File: config.mk
export PLATFORM = sky130hd
export DESIGN_NAME = mdio_master
export DESIGN_NICKNAME = d
export VERILOG_FILES = /design/src/rtl/mdio_pkg.sv /design/src/rtl/mdio_clkgen.sv /design/src/rtl/mdio_sync.sv /design/src/rtl/mdio_master.sv
export SDC_FILE = /design/constraint.sdc
export NUM_CORES = 1
export LEC_CHECK = 0
export BUFFER_PORTS_ARGS = -buffer_cell sky130_fd_sc_hd__clkbuf_2
export CORE_MARGIN = 2
export CORE_UTILIZATION = 50
export DETAILED_ROUTE_END_ITERATION = 10
export PLACE_DENSITY = 0.71
export SETUP_SLACK_MARGIN = 0.3
export SYNTH_ARGS = -nofsm -noshare
export SYNTH_HDL_FRONTEND = slang
export SYNTH_SLANG_ARGS = --single-unit
export TNS_END_PERCENT = 1
File: constraint.sdc
create_clock -name clk -period 2.4 [get_ports clk]
set_clock_uncertainty 0.15 [all_clocks]
set_input_delay 0.48 -clock clk [delete_from_list [all_inputs] [get_ports clk]]
set_output_delay 0.48 -clock clk [all_outputs]
set_load 0.05 [all_outputs]
File: src/rtl/mdio_pkg.sv
package mdio_pkg;
   localparam int PRE_BITS   = 32;
   localparam int PHY_AW     = 5;
   localparam int REG_AW     = 5;
   localparam int DATA_W     = 16;
   localparam int FLUSH_BITS = 32;
   localparam int NUM_PHY    = 1 << PHY_AW;
   localparam int HDR_BITS   = 4 + PHY_AW + REG_AW;
   localparam int RD_BITS    = PRE_BITS + HDR_BITS;
   localparam int WR_BITS    = RD_BITS + 2 + DATA_W;

   localparam logic [1:0] SOF_C22   = 2'b01;
   localparam logic [1:0] SOF_C45   = 2'b00;
   localparam logic [1:0] OP22_RD   = 2'b10;
   localparam logic [1:0] OP22_WR   = 2'b01;
   localparam logic [1:0] OP45_ADR  = 2'b00;
   localparam logic [1:0] OP45_RD   = 2'b11;
   localparam logic [1:0] OP45_WR   = 2'b01;
   localparam logic [1:0] TA_DRIVE  = 2'b10;

   typedef logic [WR_BITS-1:0] frame_t;

   typedef enum logic [2:0] {
      MS_IDLE, MS_SHIFT, MS_TURN, MS_CAPT, MS_TAIL, MS_FLUSH
   } mstate_t;

   function automatic frame_t mk_frame(input logic c45, input logic [1:0] op,
                                       input logic [PHY_AW-1:0] phy,
                                       input logic [REG_AW-1:0] ra,
                                       input logic [DATA_W-1:0] pay);
      return {{PRE_BITS{1'b1}}, (c45 ? SOF_C45 : SOF_C22), op, phy, ra, TA_DRIVE, pay};
   endfunction
endpackage

File: src/rtl/mdio_clkgen.sv
module mdio_clkgen #(
   parameter int HALF_DIV = 20
)(
   input  logic clk,
   input  logic rst_n,
   input  logic run,
   output logic mdc,
   output logic rise_tk,
   output logic fall_tk
);
   localparam int CW = (HALF_DIV < 2) ? 1 : $clog2(HALF_DIV);

   if (HALF_DIV < 2) begin : g_bad_div
      $error("mdio_clkgen: HALF_DIV must be at least 2");
   end

   logic [CW-1:0] cnt;
   logic          wrap;

   assign wrap    = run && (cnt == CW'(HALF_DIV - 1));
   assign rise_tk = wrap && !mdc;
   assign fall_tk = wrap && mdc;

   always_ff @(posedge clk or negedge rst_n) begin
      if (!rst_n) begin
         cnt <= '0;
         mdc <= 1'b0;
      end else if (!run) begin
         cnt <= '0;
         mdc <= 1'b0;
      end else if (wrap) begin
         cnt <= '0;
         mdc <= ~mdc;
      end else begin
         cnt <= cnt + CW'(1);
      end
   end
endmodule

File: src/rtl/mdio_sync.sv
module mdio_sync #(
   parameter int STAGES = 2
)(
   input  logic clk,
   input  logic rst_n,
   input  logic d,
   output logic q
);
   if (STAGES < 2) begin : g_bad_depth
      $error("mdio_sync: STAGES must be at least 2");
   end

   logic [STAGES-1:0] chain;

   always_ff @(posedge clk or negedge rst_n) begin
      if (!rst_n) chain <= '1;
      else        chain <= {chain[STAGES-2:0], d};
   end

   assign q = chain[STAGES-1];
endmodule

File: src/rtl/mdio_master.sv
module mdio_master
   import mdio_pkg::*;
#(
   parameter int HALF_DIV    = 20,
   parameter int SYNC_STAGES = 2
)(
   input  logic               clk,
   input  logic               rst_n,
   input  logic               req_valid,
   output logic               req_ready,
   input  logic               req_write,
   input  logic               req_c45,
   input  logic [PHY_AW-1:0]  req_phy,
   input  logic [REG_AW-1:0]  req_reg,
   input  logic [DATA_W-1:0]  req_addr,
   input  logic [DATA_W-1:0]  req_wdata,
   input  logic [NUM_PHY-1:0] ta_ignore_mask,
   output logic               rsp_done,
   output logic [DATA_W-1:0]  rsp_rdata,
   output logic               rsp_ta_err,
   output logic               mdc,
   output logic               mdio_o,
   output logic               mdio_oe,
   input  logic               mdio_i
);
   localparam int TXW = $clog2(WR_BITS + 1);
   localparam int RXW = $clog2(FLUSH_BITS + 1);

   if (HALF_DIV <= SYNC_STAGES) begin : g_bad_margin
      $error("mdio_master: HALF_DIV must exceed SYNC_STAGES");
   end

   mstate_t             state;
   frame_t              frame_q;
   logic [TXW-1:0]      tx_left;
   logic [RXW-1:0]      rx_cnt;
   logic                rd_fr_q, pend_q, wr_q, err_q;
   logic [PHY_AW-1:0]   phy_q;
   logic [REG_AW-1:0]   reg_q;
   logic [DATA_W-1:0]   wdata_q, rd_sh;
   logic                rise_tk, fall_tk, smp, finish;

   mdio_clkgen #(.HALF_DIV(HALF_DIV)) u_clk (
      .clk(clk), .rst_n(rst_n), .run(state != MS_IDLE),
      .mdc(mdc), .rise_tk(rise_tk), .fall_tk(fall_tk)
   );

   mdio_sync #(.STAGES(SYNC_STAGES)) u_sync (
      .clk(clk), .rst_n(rst_n), .d(mdio_i), .q(smp)
   );

   assign req_ready = (state == MS_IDLE);
   assign mdio_oe   = (state == MS_SHIFT);
   assign mdio_o    = mdio_oe & frame_q[WR_BITS-1];
   assign finish    = fall_tk && ((state == MS_TAIL) ||
                      ((state == MS_FLUSH) && (rx_cnt == RXW'(1))));

   always_ff @(posedge clk or negedge rst_n) begin
      if (!rst_n) begin
         state      <= MS_IDLE;
         frame_q    <= '0;
         tx_left    <= '0;
         rx_cnt     <= '0;
         rd_fr_q    <= 1'b0;
         pend_q     <= 1'b0;
         wr_q       <= 1'b0;
         err_q      <= 1'b0;
         phy_q      <= '0;
         reg_q      <= '0;
         wdata_q    <= '0;
         rd_sh      <= '0;
         rsp_done   <= 1'b0;
         rsp_rdata  <= '0;
         rsp_ta_err <= 1'b0;
      end else begin
         rsp_done <= 1'b0;
         unique case (state)
            MS_IDLE: if (req_valid) begin
               wr_q    <= req_write;
               phy_q   <= req_phy;
               reg_q   <= req_reg;
               wdata_q <= req_wdata;
               err_q   <= 1'b0;
               rd_sh   <= '0;
               state   <= MS_SHIFT;
               if (req_c45) begin
                  frame_q <= mk_frame(1'b1, OP45_ADR, req_phy, req_reg, req_addr);
                  rd_fr_q <= 1'b0;
                  tx_left <= TXW'(WR_BITS);
                  pend_q  <= 1'b1;
               end else begin
                  frame_q <= mk_frame(1'b0, req_write ? OP22_WR : OP22_RD,
                                      req_phy, req_reg, req_wdata);
                  rd_fr_q <= !req_write;
                  tx_left <= req_write ? TXW'(WR_BITS) : TXW'(RD_BITS);
                  pend_q  <= 1'b0;
               end
            end
            MS_SHIFT: if (fall_tk) begin
               frame_q <= frame_q << 1;
               tx_left <= tx_left - TXW'(1);
               if (tx_left == TXW'(1)) state <= rd_fr_q ? MS_TURN : MS_TAIL;
            end
            MS_TURN: if (fall_tk) begin
               if (!smp || ta_ignore_mask[phy_q]) begin
                  state  <= MS_CAPT;
                  rx_cnt <= RXW'(DATA_W);
               end else begin
                  state  <= MS_FLUSH;
                  rx_cnt <= RXW'(FLUSH_BITS);
                  err_q  <= 1'b1;
               end
            end
            MS_CAPT: if (fall_tk) begin
               rd_sh  <= {rd_sh[DATA_W-2:0], smp};
               rx_cnt <= rx_cnt - RXW'(1);
               if (rx_cnt == RXW'(1)) state <= MS_TAIL;
            end
            MS_FLUSH: if (fall_tk) rx_cnt <= rx_cnt - RXW'(1);
            default: ;
         endcase

         if (finish) begin
            if (pend_q) begin
               pend_q  <= 1'b0;
               frame_q <= mk_frame(1'b1, wr_q ? OP45_WR : OP45_RD, phy_q, reg_q, wdata_q);
               rd_fr_q <= !wr_q;
               tx_left <= wr_q ? TXW'(WR_BITS) : TXW'(RD_BITS);
               state   <= MS_SHIFT;
            end else begin
               state      <= MS_IDLE;
               rsp_done   <= 1'b1;
               rsp_ta_err <= err_q;
               rsp_rdata  <= err_q ? '1 : (wr_q ? '0 : rd_sh);
            end
         end
      end
   end
endmodule

=== Yosys cells after proc, flatten, opt, wreduce, memory -nomap -nowiden ===
Index checks and enable logic that the tools add are counted.

* Word-level logic and storage cells: 125
* Output and inout port bits: 22
* Register bits after elaboration: 152
* Bits of input ports: 80

* Magnitude comparators: 1
* Add/sub/neg operators: 3
* Equality and inequality tests: 20
* Multiplexer cells: 58
* Reductions and logical operators: 22
* Bitwise gates (word level): 3

{| class="wikitable"
|+ Operator list
! kind !! count
|-
| 2-to-1 mux 64 bit || 4
|-
| one-hot mux 64 bit (2 select lines) || 1
|-
| 2-to-1 mux 16 bit || 4
|-
| 2-to-1 mux 7 bit || 7
|-
| one-hot mux 16 bit (2 select lines) || 1
|-
| 2-to-1 mux 31 bit || 1
|-
| 2-to-1 mux 3 bit || 9
|-
| 2-to-1 mux 1 bit || 19
|-
| 2-to-1 mux 6 bit || 3
|-
| one-hot mux 7 bit (2 select lines) || 1
|-
| one-hot mux 3 bit (4 select lines) || 1
|-
| one-hot mux 6 bit (2 select lines) || 1
|-
| 2-to-1 mux 5 bit || 2
|-
| inequality test 2 bit (second input constant) || 5
|-
| inequality test 3 bit (second input constant) || 3
|-
| equality test 7 x 1 -> 1 bit (second input constant) || 1
|-
| AND reduction 7 bit || 1
|-
| subtractor 7 x 1 -> 7 bit (second input constant) || 1
|-
| equality test 3 x 2 -> 1 bit (second input constant) || 2
|-
| equality test 3 bit (second input constant) || 2
|-
| equality test 6 x 1 -> 1 bit (second input constant) || 1
|-
| less-than comparator 5 x 6 -> 1 bit (second input constant) || 1
|-
| inequality test 3 x 1 -> 1 bit (second input constant) || 2
|-
| AND reduction 3 bit || 2
|-
| 21 further kinds || 32
|}

=== Longest topological paths before layout ===
* Word-level depth: 7
* Mapped depth: 9

=== Cells and area by module ===
A second synthesis with hierarchy kept.

* Cell total of the unflattened synthesis: 804
* Area total of the unflattened synthesis: 7161.9 µm²

{| class="wikitable"
|+ By module, submodules not included
! module !! cells each !! area an instance (µm²) !! sequential area each (µm²) !! times used
|-
| mdio_master || 773 || 6802.8 || 3603.5 || 1
|-
| mdio_clkgen || 29 || 306.5 || 150.1 || 1
|-
| mdio_sync || 2 || 52.6 || 52.6 || 1
|}

=== Worst setup path before layout ===
Ideal clock, no wire load.

* Kind: register to output
* From: register state[0]
* To: output mdio_o
* Stages on the path, launching flop included: 5
* Path slack: -0.183 ns
* Buffers on the path: 1
* Arrival: 1.953 ns
* Data required time: 1.770 ns
* Cells stage by stage: dfrtp_1 -> buf_2 -> nand2b_1 -> nor2_1 -> and2_1

* Cells in the longest elaborated chain, start to end: 2

{| class="wikitable"
|+ RTL lines
! item !! RTL line !! text
|-
| start: declaration || mdio_master.sv:33 || <nowiki>mstate_t state;</nowiki>
|-
| start signal: assignment || mdio_master.sv:102 || <nowiki>if (tx_left == TXW'(1)) state <= rd_fr_q ? MS_TURN : MS_TAIL;</nowiki>
|-
| equality test 3 x 1 -> 1 bit || mdio_master.sv:53 || <nowiki>assign mdio_oe = (state == MS_SHIFT);</nowiki>
|-
| named net mdio_oe || mdio_master.sv:23 || <nowiki>output logic mdio_oe,</nowiki>
|-
| AND 1 bit || mdio_master.sv:54 || <nowiki>assign mdio_o = mdio_oe & frame_q[WR_BITS-1];</nowiki>
|-
| end: declaration || mdio_master.sv:22 || <nowiki>output logic mdio_o,</nowiki>
|}

The timed path passes the listed nets, and every way through them passes these cells.

=== Final worst setup path ===
* From: register state[0]
* To: register state[1]

* Cells in the longest elaborated chain, start to end: 6
* Elaborated cells on any way between the ends: 22
* Those cells by class: eq/ne (11); mux (2); reduce/logical (9)

{| class="wikitable"
|+ RTL lines
! item !! RTL line !! text
|-
| equality test 3 bit / nonzero test 3 bit (equally long branches) || mdio_master.sv:56, mdio_master.sv:44 ||
|-
| logical AND 1 bit, on equally long branches || mdio_master.sv:56, mdio_clkgen.sv:20 ||
|-
| logical OR 1 bit / logical AND 1 bit (equally long branches) || mdio_master.sv:55, mdio_clkgen.sv:22 ||
|-
| logical AND 1 bit || mdio_master.sv:55 || <nowiki>assign finish = fall_tk && ((state == MS_TAIL) ||</nowiki>
|-
| inequality test 3 bit (no source line), or another cell as far along || - ||
|-
| AND reduction 7 bit (no source line) || - ||
|}

Several ways; a longest one is shown, not always the timed one.
A chain may end at the register's enable or synchronous reset.

==> impl_results.md <==
- Commonest cells after routing, fill and taps aside: nand2_1, dfrtp_1, nor2_1
- Starting Density: 50.5%
- Placed wire-length estimate: 10900 µm
- Root Buffer: clkbuf_16
- Top FF cell, synth: dfrtp_1
- Worst-Skew Late Latency: 420 ps
- Final Util: between 60% and 70%
- Largest cells by area after synthesis: dfrtp_1, nand2_1, nor2_1
- DRT Wirelength: 17900 µm
- Commonest non-fill, non-tap cell in the layout: nand2_1
- Fin crit share: a little over nine tenths
- Die area: ~15000 µm²
- Critical Path AT: ~2400 ps
- GRT Overall Usage: 24.0%
- Gr ovfl total: 0
- DP Area: around 8200 µm²
- Initial antenna violation count: 0
- Crit path launch type: flip-flop
- Async SR Flop Fraction: between 90% and 100%
- Critical Path Fanout Max: 16
- Worst slew pin tran: 652 ps
- Critical path cell sequence: buf_4 -> nor4bb_1 -> a211oi_1 -> a311oi_2 -> a211oi_4 -> nor3_1 -> a211o_1
- CP required: 2560 ps
- P&R area growth vs syn: 29.6%
- Die Wd: ~120 µm
- Net Count, Synth: 903
- Hold path cells: 3
- Final nets: 1033
- Core area: 14400 µm²
- Largest net degree at the start of global routing: 64
- Max Freq: 0.442 GHz
- Reg2reg path depth: 7
- Std-Cell Rows: 44
- Inserted Clock Buffers: 17
- I/O pin count: 102
- Vias in the first global route: 6427
- Status: complete, no violations
- DR WL/cell: 15.7 µm
- Max incr delay on CP: between 400 and 500 ps
- Antenna Nets Post-Route: 0
- Diodes inserted: 0
- Synth unique cells: 52
- Power per cell area: 590 nW/µm²
- Die Y: between 100 and 150 µm
- Max-slew headroom at the worst pin: 56.5%
- Post-synth EDFFs: 0
- HP Class: primary input to flip-flop
- Reg2reg setup slack: between 100 and 150 ps
- Fin. Hold Viols: 0
- Share of cells above drive strength 1: 25.1%
- TritonCTS clock tree: built
- Ys Warns: 0
- Hold Path Sink: wdata_q[6]
- TritonRoute pass-1 iters: 6
- # setup viols final: 0
- Critical hold path startpoint: req_wdata[6]
- Number of port buffers: between 100 and 150
- Global-route wire length before repair: 30800 µm
- Period minus WS final: 2260 ps
- Slowest stage cell, crit path: dfrtp_1
- Dpl ws: -158 ps
- Synthesized instance count: 818
- Final instance area: 9400 µm²
- RSZ-0062 raised after global routing: yes
- Clock transition at path regs: 60 ps
- Peak supply drop: ~440 µV
- Critical path endpoint category: flip-flop
- Reg-to-reg endpoint: state[1]
- # clock sinks: 152
- GP Congestion: 0.829
- Avg Inst Size Synth: about 8.9 µm²
- Post-synthesis sequential area ratio: 52.5%
- Area leader, netlist: dfrtp_1
- CTS max path bufs: 2
- Area of the mapped netlist: 7250 µm²
- DRC viols: 0
- Via count: 6429
- Max_cap viols: 0
- Synth top area share: 51.8%
- Setup ws final: 137 ps
- CTS H-tree lvls: 4
- Kind of critical path: flip-flop to flip-flop
- P_leak: 4.22 nW
- Reg2reg start: state[0]
- Vias per inst: 5.61
- DRT iter0 DRCs: 662
- Post-synthesis register bit count: roughly 150
- Slew Limit Fails: 0
## stage by stage
step	TNS [ps]	total power, mW	std cells	hold WS [ps]
after detailed placement	-1090	2.79	1087	199
after global placement	-648	2.79	1087	196
final	0	5.55	1145	112
after CTS	0	5.60	1143	95.2
after global routing	0	5.73	1145	121
after floorplan	0	2.65	818	34.4
## kinds of logic after synthesis
| group | synth area share [%] |
|---|---|
| AND/OR/NAND/NOR | 21.9 |
| multiplexers | 5.01 |
| AO/OA/AOI/OAI | 15.1 |
| adder cells (fa/ha/maj) | 0.863 |
| flip-flops | 52.5 |
| buffers and inverters | 4.02 |
| XOR/XNOR | 0.604 |
## cell usage after synthesis, drive strengths merged, types with 6 or more instances
library cell	n
a21oi	67
nor3	41
a31oi	6
o21ai	46
a41oi	10
nand3	34
inv	13
a22oi	7
buf	23
mux2i	34
dfrtp	150
nor2	118
nand2	155
clkbuf	33
a221oi	17
## how the worst max path moves through the flow
stage	start	endpoint	slack (ps)	cells after the start
detailed placement	u_clk.cnt[0]	frame_q[20]	-160	8
finish	state[0]	state[1]	140	7
global route	u_clk.cnt[0]	rsp_rdata[6]	20	11
floorplan	state[0]	mdio_o	240	4
global placement	u_clk.cnt[0]	frame_q[26]	-90	8
CTS	u_clk.cnt[0]	rsp_rdata[2]	170	11
## per-layer routing
layer / part of all wire (%) / global-route usage (%) / up-vias / routed length (µm)
li1: - / - / 3099 / -
met1: 45 / 33.2 / 3143 / 8120
met2: 50 / 38.3 / 161 / 8890
met3: 3.6 / 4.85 / 26 / 642
met4: 1.7 / 7.80 / 0 / 297
met5: 0 / 0 / - / 0
## report_power, final
part / internal, mW / switching (mW)
Clock: 1.77 / 1.03
Sequential: 2.57 / 0.000396
Combinational: 0.0795 / 0.0998
## state kept, by name, summed over array words and instances, names as in the netlist, 2 cells and up
register / cells
u_clk.cnt: 5
reg_q: 5
rd_sh: 16
wdata_q: 16
tx_left: 7
phy_q: 5
rsp_rdata: 16
frame_q: 64
rx_cnt: 6
state: 3
u_sync.chain: 2
## cell type report
class,instances,area (µm²)
well taps,184,230
repair buffers,167,1350
clock buffers,21,450
flip-flops and latches,152,3810
inverters,14,52.6
fillers,1168,4970
clock inverters,11,170
multi-input cells,596,3340
## repair_timing
action | 4_1_cts | 5_1_grt
setup buffers | 17 | 1
gates resized for setup | 36 | 33
cloned | 5 | 1
hold buffers | 2 | 0
pin swaps | 6 | 2
setup endpoints to repair | 106 | 119
hold endpoints to repair | 44 | 0
## worst max-delay path, delay by kind of cell (launching register included)
family,cells,cell delay (ps)
AOI/OAI and AO/OA,4,1080
DFF,1,440
buffers and inverters,1,240
and+or+nand+nor,2,230
Note: power is estimated with default switching activity, not from simulation.
